===== src/rtl/iq_dispatch_steer.sv =====
module iq_dispatch_steer #(
  parameter int ENTRIES = 8,
  parameter int TAG_W   = 6,
  parameter int OPC_W   = 7,
  parameter int DATA_W  = 16,
  localparam int IDX_W  = $clog2(ENTRIES)
) (
  input  logic               clk,
  input  logic               rst_n,
  input  logic               disp_valid,
  input  logic [IDX_W-1:0]   disp_entry,
  input  logic [OPC_W-1:0]   disp_opcode,
  input  logic [TAG_W-1:0]   disp_dtag,
  input  logic               s1_used,
  input  logic               s1_ready,
  input  logic [TAG_W-1:0]   s1_tag,
  input  logic [DATA_W-1:0]  s1_data,
  input  logic               s2_used,
  input  logic               s2_ready,
  input  logic [TAG_W-1:0]   s2_tag,
  input  logic [DATA_W-1:0]  s2_data,
  input  logic [ENTRIES-1:0] slot_a_slow,
  input  logic [ENTRIES-1:0] slot_b_slow,
  output logic               wr_en,
  output logic [IDX_W-1:0]   wr_entry,
  output logic [OPC_W-1:0]   wr_opcode,
  output logic [TAG_W-1:0]   wr_dtag,
  output logic               wr_a_ready,
  output logic [TAG_W-1:0]   wr_a_tag,
  output logic [DATA_W-1:0]  wr_a_data,
  output logic               wr_b_ready,
  output logic [TAG_W-1:0]   wr_b_tag,
  output logic [DATA_W-1:0]  wr_b_data,
  output logic               wr_swap,
  output logic               disp_slow,
  input  logic               acc_valid,
  input  logic [IDX_W-1:0]   acc_entry,
  input  logic [ENTRIES-1:0] port_slow,
  input  logic [ENTRIES-1:0] alt_slow,
  output logic               bus_norm_en,
  output logic               bus_alt_en,
  output logic               port_stall,
  input  logic [IDX_W-1:0]   rd_entry,
  input  logic [DATA_W-1:0]  rd_a_data,
  input  logic [DATA_W-1:0]  rd_b_data,
  output logic [DATA_W-1:0]  rd_src1_data,
  output logic [DATA_W-1:0]  rd_src2_data
);

  logic [ENTRIES-1:0] swap_q;
  logic live1, live2, slow_a, slow_b, do_swap, slow_hit;
  logic p_slow, p_alt_slow, use_alt;

  assign live1   = s1_used & ~s1_ready;
  assign live2   = s2_used & ~s2_ready;
  assign slow_a  = slot_a_slow[disp_entry];
  assign slow_b  = slot_b_slow[disp_entry];
  assign do_swap = (live1 ^ live2) &
                   (live1 ? (slow_a & ~slow_b) : (slow_b & ~slow_a));
  assign slow_hit = ~do_swap & ((live1 & slow_a) | (live2 & slow_b));

  assign p_slow     = port_slow[acc_entry];
  assign p_alt_slow = alt_slow[acc_entry];
  assign use_alt    = p_slow & ~p_alt_slow;

  always_ff @(posedge clk) begin
    if (!rst_n) begin
      wr_en      <= 1'b0;
      wr_entry   <= '0;
      wr_opcode  <= '0;
      wr_dtag    <= '0;
      wr_a_ready <= 1'b0;
      wr_a_tag   <= '0;
      wr_a_data  <= '0;
      wr_b_ready <= 1'b0;
      wr_b_tag   <= '0;
      wr_b_data  <= '0;
      wr_swap    <= 1'b0;
      disp_slow  <= 1'b0;
      swap_q     <= '0;
    end else begin
      wr_en     <= disp_valid;
      disp_slow <= disp_valid & slow_hit;
      if (disp_valid) begin
        wr_entry   <= disp_entry;
        wr_opcode  <= disp_opcode;
        wr_dtag    <= disp_dtag;
        wr_swap    <= do_swap;
        wr_a_ready <= do_swap ? s2_ready : s1_ready;
        wr_a_tag   <= do_swap ? s2_tag   : s1_tag;
        wr_a_data  <= do_swap ? s2_data  : s1_data;
        wr_b_ready <= do_swap ? s1_ready : s2_ready;
        wr_b_tag   <= do_swap ? s1_tag   : s2_tag;
        wr_b_data  <= do_swap ? s1_data  : s2_data;
        swap_q[disp_entry] <= do_swap;
      end else begin
        wr_swap <= 1'b0;
      end
    end
  end

  always_ff @(posedge clk) begin
    if (!rst_n) begin
      bus_norm_en <= 1'b0;
      bus_alt_en  <= 1'b0;
      port_stall  <= 1'b0;
    end else begin
      bus_norm_en <= acc_valid & ~use_alt;
      bus_alt_en  <= acc_valid & use_alt;
      port_stall  <= acc_valid & p_slow & p_alt_slow;
    end
  end

  assign rd_src1_data = swap_q[rd_entry] ? rd_b_data : rd_a_data;
  assign rd_src2_data = swap_q[rd_entry] ? rd_a_data : rd_b_data;

endmodule


===== config.mk =====
export PLATFORM = sky130hd
export DESIGN_NAME = iq_dispatch_steer
export DESIGN_NICKNAME = d
export VERILOG_FILES = /design/src/rtl/iq_dispatch_steer.sv
export SDC_FILE = /design/constraint.sdc
export NUM_CORES = 1
export LEC_CHECK = 0
export BUFFER_PORTS_ARGS = -buffer_cell sky130_fd_sc_hd__buf_2
export CORE_AREA = 2 2 108 110
export CTS_CLUSTER_SIZE = 24
export DETAILED_ROUTE_END_ITERATION = 6
export DIE_AREA = 0 0 110 112
export GPL_ROUTABILITY_DRIVEN = 0
export HOLD_SLACK_MARGIN = 0.08
export PLACE_DENSITY = 0.74
export REMOVE_ABC_BUFFERS = 1
export SETUP_SLACK_MARGIN = 0.05
export SYNTH_ARGS = -nofsm -noshare
export SYNTH_HDL_FRONTEND = slang
export SYNTH_SLANG_ARGS = --single-unit

===== constraint.sdc =====
create_clock -name clk -period 2.2 [get_ports clk]
set_input_delay 0.22 -clock clk [delete_from_list [all_inputs] [get_ports clk]]
set_output_delay 0.22 -clock clk [all_outputs]
set_load 0.03 [all_outputs]

Yosys cells after proc, flatten, opt, wreduce, memory -nomap -nowiden:

Index checks and enable logic that the tools add are counted.

* order comparisons: 4
* muxes and demuxes: 22
* bitwise gates (word level): 23
* reduce and logical (&&, ||, !) cells: 2

Operator list (count)
* 2-to-1 mux 16 bit: 4
* binary-select mux 1 bit (select 3 bit): 5
* AND 1 bit: 14
* less-than comparator 3 x 4 -> 1 bit, second input constant: 3
* 2-to-1 mux 6 bit: 2
* 2-to-1 mux 1 bit: 9
* bitwise mux 8 bit: 1
* inverter 1 bit: 7
* demux 1 bit (select 3 bit): 1
* >= comparator 3 x 1 -> 1 bit, second input constant: 1
* AND reduction 2 bit: 1
* logical AND 1 bit: 1
* OR 1 bit: 1
* XOR 1 bit: 1

* bits in registers: 76
* bits of input ports: 138
* output and inout bits: 100
* word-level logic and storage cells: 67

Longest topological paths before layout:

Gate-level depths: netlist (run 1).

* word-level depth: 9
* depth in mapped cells: 8

Worst setup path after synthesis (run 1):

Ideal clock, no wire load.

* kind: input-to-reg
* start: input port disp_entry[1]
* end: register wr_b_tag[0]
* setup time: 0.136 ns
* arrival time: 2.084 ns
* required time: 2.064 ns
* slack: -0.021 ns
* stages on the path: 8
* buffers on the path: 3
* path through: clkbuf_1 > mux4_2 > mux2_4 > or4_4 > buf_6 > buf_6 > nand3_2 > a31oi_1

* longest elaborated chain between the ends: 7
* elaborated cells between the ends (all ways): 11

Ends and longest elaborated chain
* start: declaration: line 11 `input logic [IDX_W-1:0] disp_entry,`
* binary-select mux 1 bit (select 3 bit) (on tied branches): line 56, 57
* 2-to-1 mux 1 bit (on tied branches): line 56, 57
* inverter 1 bit: line 59 `(live1 ? (slow_a & ~slow_b) : (slow_b & ~slow_a));`
* AND 1 bit: line 59
* 2-to-1 mux 1 bit *: line 59
* AND 1 bit *: line 58 `assign do_swap = (live1 ^ live2) &`
* 2-to-1 mux 6 bit *: line 93 `wr_b_tag <= do_swap ? s1_tag : s2_tag;`
* end signal: assignment: line 93
* end: declaration: line 32 `output logic [TAG_W-1:0] wr_b_tag,`

Every way passes the cells marked *; elsewhere a longest branch is shown, timed or not. The select of a mux whose other input is x is not followed.
A chain may end at the register's enable or synchronous reset.

Worst setup path in the final report (run 1):

* start: register swap_q[7]
* end: output port rd_src2_data[3]

* longest elaborated chain between the ends: 3

Ends and longest elaborated chain
* start: declaration: line 50 `logic [ENTRIES-1:0] swap_q;`
* start signal: indexed assignment: line 95 `swap_q[disp_entry] <= do_swap;`
* binary-select mux 1 bit (select 3 bit): line 115 `assign rd_src2_data = swap_q[rd_entry] ? rd_a_data : rd_b_data;`
* 2-to-1 mux 1 bit (not written as such): line 115
* 2-to-1 mux 16 bit: line 115
* end: declaration: line 47 `output logic [DATA_W-1:0] rd_src2_data`

Every way passes these cells. The select of a mux whose other input is x is not followed.

==> results of run 1 <==
path summary, 6_finish.rpt:
path / from / to / slack (ns) / depth (start not counted)
worst max register to register: swap_q[2]$_SDFFE_PN0P_ / swap_q[2]$_SDFFE_PN0P_ / 1.45 / 2
worst min-delay path: disp_opcode[5] / wr_opcode[5]$_SDFFE_PN0P_ / 0.13 / 3
worst max-delay path: swap_q[7]$_SDFFE_PN0P_ / rd_src2_data[3] / -0.12 / 6
worst min register to register: wr_entry[1]$_SDFFE_PN0P_ / wr_entry[1]$_SDFFE_PN0P_ / 0.49 / 2
worst reg2reg max path: stages (launching register included):
cell      delay [ns]
dfxtp_1         0.33
a21oi_1         0.05
a311oi_1        0.27
layout by cell type, fill, tap and decap left out, drive strengths merged, types with 10 or more instances in the layout:
cell	count
a31oi	45
buf	257
clkbuf	11
dfxtp	76
mux2	35
mux2i	18
mux4	10
nand3	47
nor2	24
o21ai	92
layout make-up:
| cell class | instances | area share (%) |
|---|---|---|
| clock buffer | 9 | 3.67 |
| clock inverter | 7 | 1.26 |
| inverter | 5 | 0.305 |
| multi-input combinational | 307 | 39.3 |
| sequential | 76 | 24.8 |
| tap | 143 | 2.91 |
| timing repair buffer | 259 | 27.7 |
routing by layer:
layer	GRT usage (%)	up-vias	share of wire, %
met5	0	-	0
met4	11.4	0	2.9
met3	5.15	31	6.4
met2	36.5	160	53
met1	22.6	2085	38
li1	-	2080	-
state kept, by name, indices dropped and copies added (netlist names):
name,cells
wr_a_data,16
wr_b_data,16
swap_q,8
wr_opcode,7
wr_a_tag,6
wr_b_tag,6
wr_dtag,6
wr_entry,3
bus_alt_en,1
bus_norm_en,1
disp_slow,1
port_stall,1
wr_a_ready,1
wr_b_ready,1
wr_en,1
wr_swap,1
power by group through the flow:
stage | sequential, mW | combinational (mW) | clock, mW
2_1_floorplan | 1.71 | 0.424 | 0
3_3_place_gp | 1.54 | 0.991 | 0
3_5_place_dp | 1.54 | 1.03 | 0
4_1_cts | 1.52 | 1.07 | 1.50
5_1_grt | 1.52 | 1.23 | 1.57
6_report | 1.52 | 1.15 | 1.47
logic make-up (layout without fill, tap and decap cells):
logic type             Yosys count  after routing
AO/OA/AOI/OAI                  157            157
AND/OR/NAND/NOR                 87             87
flip-flops                      76             76
multiplexers                    63             63
buffers and inverters           49            280
what timing repair did:
item	4_1_cts	5_1_grt
endpoints found under the setup margin	32	32
endpoints found under the hold margin	0	0
gates cloned	0	3
setup buffers	0	2
resized for setup	45	51
==> metrics list, run 1 <==
- The flow ran to the end, but the final reports show violations.
- Violated checks: setup timing
- Hold violation count in the final report: 0
- For this run, asynchronously set or reset flops after synthesis account for 0%.
* Routed via count: 4,356
* Clk pwr share: 35.6%
- In this run the remaining antenna-violating nets after routing total 0.
- After synthesis, the largest area contributor takes up 37.5% of total cell area.
* Setup crit start kind: register
* TritonCTS clock tree: yes
- The first global-routing pass estimated 20,300 um of wire.
- CP most frequent cell: buf_6
* FP Rows: 39
- Element type at the critical path end: output port
- The via count of the first global-routing pass was 4,315.
- The synthesized netlist devotes 21.7% of its cell area to compound gates.
- Global routing finished with a remaining overflow of 0.
* Number of sinks on the clock net: 76
- After synthesis, the largest family of logic cells by area is compound AO/OA/AOI/OAI gates.
- Unrepaired setup endpoints after global routing: true
- Once layout is complete, the utilization of the core stands at 55.0%.
- DRC: 0
- Part of the total power dissipated in combinational logic: 27.7%
- Simple-Gate Fraction of Synth Area: 14.8%
- Worst Path Required: 1.98 ns
- Across the routed clock network, the largest skew measured is 0 ns.
- The synthesized design contains 0 enable-type register cells.
* Synthesized instance count: 432
* Mux share of post-synthesis cell area: 20.1%
* Post-Synthesis Mean Instance Area: 9.40 um^2
- The analysis attributes to cell leakage a power of 3.02 nW.
- In this run, the number of DRC markers left after iteration 0 of detailed routing was 198.
- Most used standard cells in the synthesized netlist: dfxtp_1 (76), o21ai_0 (72), a31oi_1 (45)
- Of the available clock period, the critical path in the final layout requires 105%.
- Worst-path fanout max: 8
* Layout area overhead: 51.3%
* Net switching share of the total power: 31.3%
* Kind of cell with the highest combined delay on the critical path: multiplexers
- After layout, the minimum clock period comes to 2.32 ns.
- The clock reaches the later pin of the worst-skew pair after 0.33 ns.
- The analysis attributes to net switching a power of 1.29 mW.
* Die footprint: 12,300 um^2
- Measured slew at the worst slew-check pin: 0.711 ns
- Peak ir drop on the vdd network: 0.000382 V
* CTS HTree Levels: 3
- Fraction of synthesized cell area in xor and xnor cells: 0%
- Power comes to 4.14 mW.
- Most common flop cell mapped by yosys: dfxtp_1
- The repair_antennas step left the layout with diodes totalling 0.
* Final critical-path setup slack: -0.115 ns
- Cells traversed along the worst timing path: mux4_2 > mux2i_4 > buf_6 > clkbuf_16 > mux2_4 > buf_6
- The cell area that synthesis handed to floorplanning was 4060 um^2.
- Once the floorplan was initialized, standard cells occupied 36.3% of the core.
* Share of synthesized cell area in full adder, half adder and majority cells: 0%
* Worst hold slack across all endpoints: 0.125 ns
* Fill cell total of the finished layout: 974
- Cell types occupying the most area after synthesis: dfxtp_1 (37%), mux2_2 (9.4%), o21ai_0 (8.9%), nand3_2 (7.9%), a31oi_1 (6.9%)
* Number of antenna violations at the first check in global routing: 0
- Int Pwr: 2.84 mW
- Most instantiated library cell after synthesis: dfxtp_1
- Detailed placement ended at an HPWL of 9430 um.
* Fraction of final layout cells sized beyond drive strength 1: 54.1%
* Crit Path Category: register to output port
- TritonCTS created 9 clock buffers.
* Number of register bits inferred by synthesis: 76
- Hold_buf cts: 0
* Pre-CTS setup slack: -0.170 ns
* Post-layout nets: 796
- Rel. slew slack: 52.5%
- Final count of pins violating max slew: 0
- Across the whole layout, storage elements account for 1520 um^2.
* Total buffers and inverters traversed by the critical path: 3
- Total area of multi-input combinational cells: 2420 um^2
* Total non-filler cell area in the finished layout: 6140 um^2
* Dpl cells: 785
- Vert. Die Dim: 112 um
* Power Density: 673 nW/um^2
- Measured along the x axis, the die boundary spans 110 um.
- GRT Resource Usage Total: 20.9%
* Total negative slack for setup checks: -2.61 ns
- CTS clock-pin slew for the worst setup and hold paths: 0.06 ns
- The synthesized design spends more area on one cell type than any other, namely dfxtp_1.
- Setup violations remaining at the end of the flow were counted as 32.
* Total cell area at the placement stage: 5450 um^2
* HP Class: primary input to register
- Area of the placeable core: 11,200 um^2
- Synthesis instantiated 35 different standard cells from the library.
- Data on the critical path arrives at its endpoint at 2.10 ns.
* Detailed Route WL: 13,700 um
* Max Fclk: 432 MHz
* Maximum capacitance violations: 0
- Largest net degree at the start of global routing: 109
- In this design, the stage delay of the slowest critical-path cell is 0.49 ns.
* Drt wl/cell: 17.0 um
- Slowest CP cell: mux4_2
- Of the synthesized area, sequential elements account for 37.5%.
- Leaving out filler cells and counting taps, the final layout contains 806.
* Share of power burned in registers: 36.6%
* Warning count from the yosys run: 0
- Drt first pass iters: 4
* Via density per instance: 5.40
- Pin placement for this block handled 238 I/O pins.
- Clock tree synthesis selected as its root buffer the cell clkbuf_16.
* Maximum buffer depth of the clock tree: 2
- In this run the tool buffered the top-level ports with 237 buffer cells.
Power figures use the tool's default switching activity.
==> run 2, diff against run 1 <==
--- a/config.mk
+++ b/config.mk
@@ -7,7 +7,6 @@
 export LEC_CHECK = 0
 export BUFFER_PORTS_ARGS = -buffer_cell sky130_fd_sc_hd__buf_2
 export CORE_AREA = 2 2 108 110
-export CTS_CLUSTER_SIZE = 24
 export DETAILED_ROUTE_END_ITERATION = 6
 export DIE_AREA = 0 0 110 112
 export GPL_ROUTABILITY_DRIVEN = 0
==> constraint.sdc (replaced) <==
create_clock -name clk -period 2.2 [get_ports clk]
set_input_delay 0.22 -clock clk [delete_from_list [all_inputs] [get_ports clk]]
set_output_delay 0.22 -clock clk [all_outputs]
set_load 0.005 [all_outputs]
==> metrics list, run 2 (same netlist as run 1, synthesis figures left out) <==
* End-of-flow core utilization: 54.4%
- Element type at the critical path end: output port
- Crit Path Category: register to output port
- Violated checks: setup timing
- Largest net degree at the start of global routing: 109
- Hold violation count in the final report: 0
* Rel. slew slack: 52.6%
- Routed via count: 4,348
* Antenna cells: 0
- The via count of the first global-routing pass is 4,220.
- Number of antenna violations at the first check in global routing: 0
- GRT Resource Usage Total: 19.9%
* Maximum capacitance violations: 0
- Detailed Route WL: 13,400 um
- The path class of the tightest hold or removal check is primary input to register.
- After clock tree synthesis, the flow added hold-fix buffers numbering 0.
- The worst setup path is launched from a register.
- In the final routed layout, each cell accounts on average for 16.6 um.
- Data arrives at the worst endpoint at 2.06 ns.
- Global routing finished with a remaining overflow of 0.
- For this run, the slowest stage of the critical path takes 0.50 ns.
- Power Density: 634 nW/um^2
- Traced cell by cell, the critical path runs through mux4_2 > mux2i_4 > buf_12 > clkbuf_16 > mux2_4 > buf_6.
- Detailed placement ended at an HPWL of 9430 um.
* Most common cell after layout, fill and taps aside: buf_2
- Across the VDD grid, the largest voltage drop is 0.000359 V.
- Clock Skew: 0 ns
* Outcome: complete, but fails checks
- Counting along the longest clock path gives a buffer depth of 2.
- Worst hold slack across all endpoints: 0.126 ns
- Setup violations remaining at the end of the flow were counted as 32.
* Post-layout nets: 795
- Fin crit share: 103%
- For this design, the slowest cell found on the critical path is mux4_2.
* Measured slew at the worst slew-check pin: 0.711 ns
- Final count of pins violating max slew: 0
* Number of routed nets with antenna violations: 0
* Fill cell total of the finished layout: 984
- Pre-CTS setup slack: -0.170 ns
- In this run the clock root is driven by a clkbuf_16.
- Area of the placeable core: 11,200 um^2
- The worst path in the final design needs a cycle of 2.28 ns, including I/O delays and setup.
- Of the cells placed in the final design, the portion with a size suffix greater than 1 is 54.1%.
- The first detailed-routing pass took 4 iterations.
- For this design the top-level I/O count stands at 238.
* Layout area overhead: 49.6%
- Kind of cell with the highest combined delay on the critical path: multiplexers
* Total buffers and inverters traversed by the critical path: 3
- CTS clock-pin slew for the worst setup and hold paths: 0.06 ns
- TritonCTS built the clock tree.
* Final critical-path setup slack: -0.0753 ns
* Initial core utilization: 36.3%
- Summing all flip-flop and latch instances after layout gives 1520 um^2.
* Die footprint: 12,300 um^2
* Total area of multi-input combinational cells: 2400 um^2
* DRC: 0
- In the routed layout, each cell is associated on average with a via count of 5.40.
* Max Fclk: 440 MHz
* Starting DRT DRC Count: 195
- CTS HTree Levels: 3
* Worst-path fanout max: 8
- Worst-Skew Late Latency: 0.33 ns
- From bottom edge to top edge, the die measures 112 um.
- Leading cell types in the layout, fill and taps excluded: buf_2 (212), dfxtp_1 (75), o21ai_0 (72), a31oi_1 (45), nand3_2 (32)
- Top Registers: wr_a_data: 16 flops, wr_b_data: 16 flops, swap_q: 8 flops
- The number of clock buffers added by TritonCTS is 9.
- Buffers placed on the I/O ports in this run total 237.
- In this run the core area contains 39 standard-cell rows.
- Pleak: 2.98 nW
- Unrepaired setup endpoints after global routing: true
- Number of sinks on the clock net: 76
- From left edge to right edge, the die measures 110 um.
- The first global-routing pass estimated 19,400 um of wire.
* Worst Path Required: 1.98 ns
[run 2: changes by cell type in the layout (fill, tap and decap cells not counted), sizes merged]
cell / delta
buf: -1
[run 2: power by group]
group,internal [mW],switching (mW)
registers,1.47,0.0448
clock network,0.883,0.592
logic,0.464,0.400
total,2.82,1.04
[run 2: path summary, 6_finish.rpt]
check,end,depth (start not counted),startpoint,slack (ns)
setup / recovery,rd_src1_data[3],6,swap_q[3]$_SDFFE_PN0P_,-0.08
hold / removal,wr_opcode[5]$_SDFFE_PN0P_,3,disp_opcode[5],0.13
setup reg to reg,swap_q[2]$_SDFFE_PN0P_,2,swap_q[2]$_SDFFE_PN0P_,1.44
hold reg to reg,wr_entry[2]$_SDFFE_PN0P_,2,wr_entry[2]$_SDFFE_PN0P_,0.49
[run 2: final cells by class]
class                           instances  area share [%]
Clock inverter                          7            1.28
Clock buffer                            9            3.71
Inverter                                5           0.309
Tap cell                              143            2.94
Timing Repair Buffer                  258            27.2
Multi-Input combinational cell        307            39.5
Sequential cell                        76            25.1
[run 2: per-layer routing]
| metal | vias to the layer above | routed length, um | track usage [%] |
|---|---|---|---|
| met5 | - | 0 | 0 |
| met4 | 0 | 307 | 9.28 |
| met3 | 27 | 885 | 3.98 |
| met2 | 167 | 7060 | 35.7 |
| met1 | 2079 | 5110 | 22.1 |
| li1 | 2075 | - | - |
[run 2: tightest hold or removal path, cell delays in order]
cell	delay, ns
buf_2	0.07
mux2i_1	0.05
nor2_1	0.07
[run 2: repair_timing]
item                                    4_1_cts  5_1_grt
endpoints found under the setup margin       32       32
cloned                                        0        3
resized for setup                             0       50
pin swaps                                     0        0
buffers inserted                              0        1
[run 2: per-stage QoR]
step	power, mW	instance area (um^2)	TNS [ns]	instances
floorplan	1.88	3840	-76.07	388
global placement	2.28	5450	-1.30	785
detailed placement	2.32	5450	-5.29	785
CTS	3.79	5750	-1.63	801
global route	4.04	6080	-3.38	805
finish	3.85	6080	-1.79	805
==> run 3, diff against run 2 <==
--- a/config.mk
+++ b/config.mk
@@ -11,7 +11,7 @@
 export DIE_AREA = 0 0 110 112
 export GPL_ROUTABILITY_DRIVEN = 0
 export HOLD_SLACK_MARGIN = 0.08
-export PLACE_DENSITY = 0.74
+export PLACE_DENSITY = 0.71
 export REMOVE_ABC_BUFFERS = 1
 export SETUP_SLACK_MARGIN = 0.05
 export SYNTH_ARGS = -nofsm -noshare
==> constraint.sdc (replaced) <==
create_clock -name clk -period 2.4 [get_ports clk]
set_input_delay 0.24 -clock clk [delete_from_list [all_inputs] [get_ports clk]]
set_output_delay 0.24 -clock clk [all_outputs]
set_load 0.005 [all_outputs]
==> metrics list, run 3 (same netlist as run 1, synthesis figures left out) <==
- Total grt overflow: 0
* Via density per instance: 5.26
- IR analysis of the VDD net gives a maximum drop of 0.000290 V.
- In this run, the number of DRC markers left after iteration 0 of detailed routing was 175.
- Hold_buf cts: 0
- For this run, the total global-route usage over all layers was measured as 19.7%.
* Total non-filler cell area in the finished layout: 5720 um^2
- The max-slew violation count is 0.
- Cells traversed along the worst timing path: mux4_2 > mux2i_4 > buf_4 > mux2_2 > buf_2
* Number of buffers added on ports: 237
* Net switching share of the total power: 25.1%
- In the routed design, unresolved DRC markers number 0.
* Total half-perimeter wirelength after legalization and detailed placement: 9050 um
* Clock Skew: 0 ns
- Fill cell total of the finished layout: 1,033
- Max Fclk: 441 MHz
- Setup repair after global routing left no endpoint under its margin.
- Leading cell types in the layout, fill and taps excluded: buf_2 (236), dfxtp_1 (76), o21ai_0 (72), a31oi_1 (45), mux2_2 (34)
* Element type at the critical path end: output port
* Arr. time, crit path: 2.03 ns
- In this run the power density over the cells is 634 nW/um^2.
- Number of I/O pins: 238
* Rel. slew slack: 50.2%
- Subtracting the final worst setup slack from the clock period gives 2.27 ns.
- Drt wl/cell: 15.4 um
* Hold violation count in the final report: 0
- The floorplan step set the die width to 110 um.
- Total cell area at the placement stage: 5360 um^2
- The run finished with clean final reports.
* Number of global-route vias before repair: 4,106
* Critical Path Source: swap_q[3]$_SDFFE_PN0P_
- After clock tree synthesis, the clock-pin slew on the worst setup and hold paths is 0.06 ns.
* End of the critical path: rd_src2_data[8]
- Number of routed nets with antenna violations: 0
- The total area inside the core boundary comes to 11,200 um^2.
- Worst hold slack across all endpoints: 0.134 ns
- Power spent charging and discharging nets: 0.910 mW
* Most common cell after layout, fill and taps aside: buf_2
- At the end of the flow, the number of nets in the layout was 788.
- Number of antenna violations at the first check in global routing: 0
* Worst-path fanout max: 10
* Top Registers: wr_a_data: 16 flops, wr_b_data: 16 flops, swap_q: 8 flops
- TritonCTS clock tree: yes
- Maximum capacitance violations: 0
* Routed via count: 4,198
- Pleak: 2.73 nW
* HP Class: primary input to register
- Clock root cell: clkbuf_16
* Measured slew at the worst slew-check pin: 0.746 ns
- Worst-Skew Late Latency: 0.33 ns
- Clock tree synthesis inserted a total of 9 buffers.
- Layout area overhead: 40.7%
- The floorplan step set the die height to 112 um.
- Counting cells, the worst reg-to-reg path comes to 2.
- Share of power burned in registers: 38.3%
- The first global-routing pass estimated 19,100 um of wire.
* Count of endpoints failing setup in the final report: 0
- Crit Path Category: register to output port
- In this run the number of H-tree levels came out at 3.
- Maximum buffer depth of the clock tree: 2
* Setup crit start kind: register
- For this block, the routed nets add up to 12,300 um of wire.
- Register-to-register path setup slack: 1.67 ns
- Number of sinks on the clock net: 76
* Int Pwr: 2.71 mW
* Total power: 3.62 mW
- Fraction of final layout cells sized beyond drive strength 1: 53.3%
* Stage delay of the slowest cell on the critical path: 0.51 ns
- Of the total power, combinational logic draws 19.0%.
- Antenna cells: 0
* Largest net degree at the start of global routing: 109
- Fin crit share: 94.5%
- Initial core utilization: 36.3%
- Slowest CP cell: mux4_2
* Terminus of the critical flop-to-flop path: swap_q[4]$_SDFFE_PN0P_
- Data on the critical path is required at its endpoint by 2.16 ns.
* Drt first pass iters: 5
* Die footprint: 12,300 um^2
* Critical register-to-register path startpoint: swap_q[4]$_SDFFE_PN0P_
- FP Rows: 39
- Clk pwr share: 42.7%
-- run 3: cell count changes in the layout (fill, tap and decap cells not counted), moves of 2 or more --
cell,delta
buf_12,-5
buf_2,+24
buf_6,-24
bufinv_16,+2
clkbuf_16,-2
clkinv_4,-4
clkinvlp_4,+2
mux2_2,+24
mux2_4,-24
-- run 3: what timing repair did --
| action | CTS | global route |
|---|---|---|
| setup buffers | 0 | 0 |
| resized for setup | 1 | 2 |
| pin swaps | 0 | 0 |
| endpoints found under the setup margin | 17 | 19 |
-- run 3: power by group through the flow --
stage / combinational [mW] / sequential (mW) / clock, mW
floorplan: 0.307 / 1.42 / 0
global placement: 0.664 / 1.41 / 0
detailed placement: 0.688 / 1.41 / 0
CTS: 0.691 / 1.39 / 1.59
global route: 0.763 / 1.40 / 1.63
finish: 0.687 / 1.39 / 1.55
-- run 3: final cells by class --
type / count / area [um^2] / share of cell area (%)
multi-input cells: 307 / 2310 / 40.4
flip-flops and latches: 76 / 1520 / 26.6
repair buffers: 251 / 1340 / 23.5
clock buffers: 10 / 229 / 4.01
well taps: 143 / 179 / 3.13
clock inverters: 6 / 113 / 1.97
inverters: 5 / 18.8 / 0.328
-- run 3: per-stage QoR --
stage                     util [%]  setup TNS [ns]  instances  setup WS (ns)
after CTS                     51.1               0        798         0.0942
after global placement        48.0               0        782         0.0831
after floorplan                  -          -60.77        388         -0.861
after detailed placement      48.0               0        782         0.0166
after global routing          51.1               0        798         0.0509
final                         51.1               0        798          0.131
-- run 3: worst min-delay path by stage --
stage | start | endpoint | slack [ns] | depth (start not counted)
3_5_place_dp | acc_valid | bus_norm_en$_SDFF_PN0_ | 0.48 | 3
5_1_grt | acc_valid | bus_norm_en$_SDFF_PN0_ | 0.13 | 3
4_1_cts | acc_valid | bus_norm_en$_SDFF_PN0_ | 0.12 | 3
6_report | acc_valid | bus_norm_en$_SDFF_PN0_ | 0.13 | 3
2_1_floorplan | disp_valid | wr_a_data[0]$_SDFFE_PN0P_ | 0.34 | 1
3_3_place_gp | wr_dtag[1]$_SDFFE_PN0P_ | wr_dtag[1]$_SDFFE_PN0P_ | 0.47 | 2
-- run 3: routing by layer --
layer / wire, um / track usage [%] / vias to the layer above / share of wire, %
met3: 769 / 5.15 / 20 / 6.3
met2: 6350 / 34.2 / 143 / 52
met1: 4940 / 22.7 / 1971 / 40
met4: 210 / 7.43 / 0 / 1.7
met5: 0 / 0 / - / 0
li1: - / - / 2064 / -
-- run 3: critical path: cells and delay by family (launching register included) --
kind	cells	cell delay (ns)
buffers and inverters	2	0.34
muxes	3	1.05
DFF	1	0.31
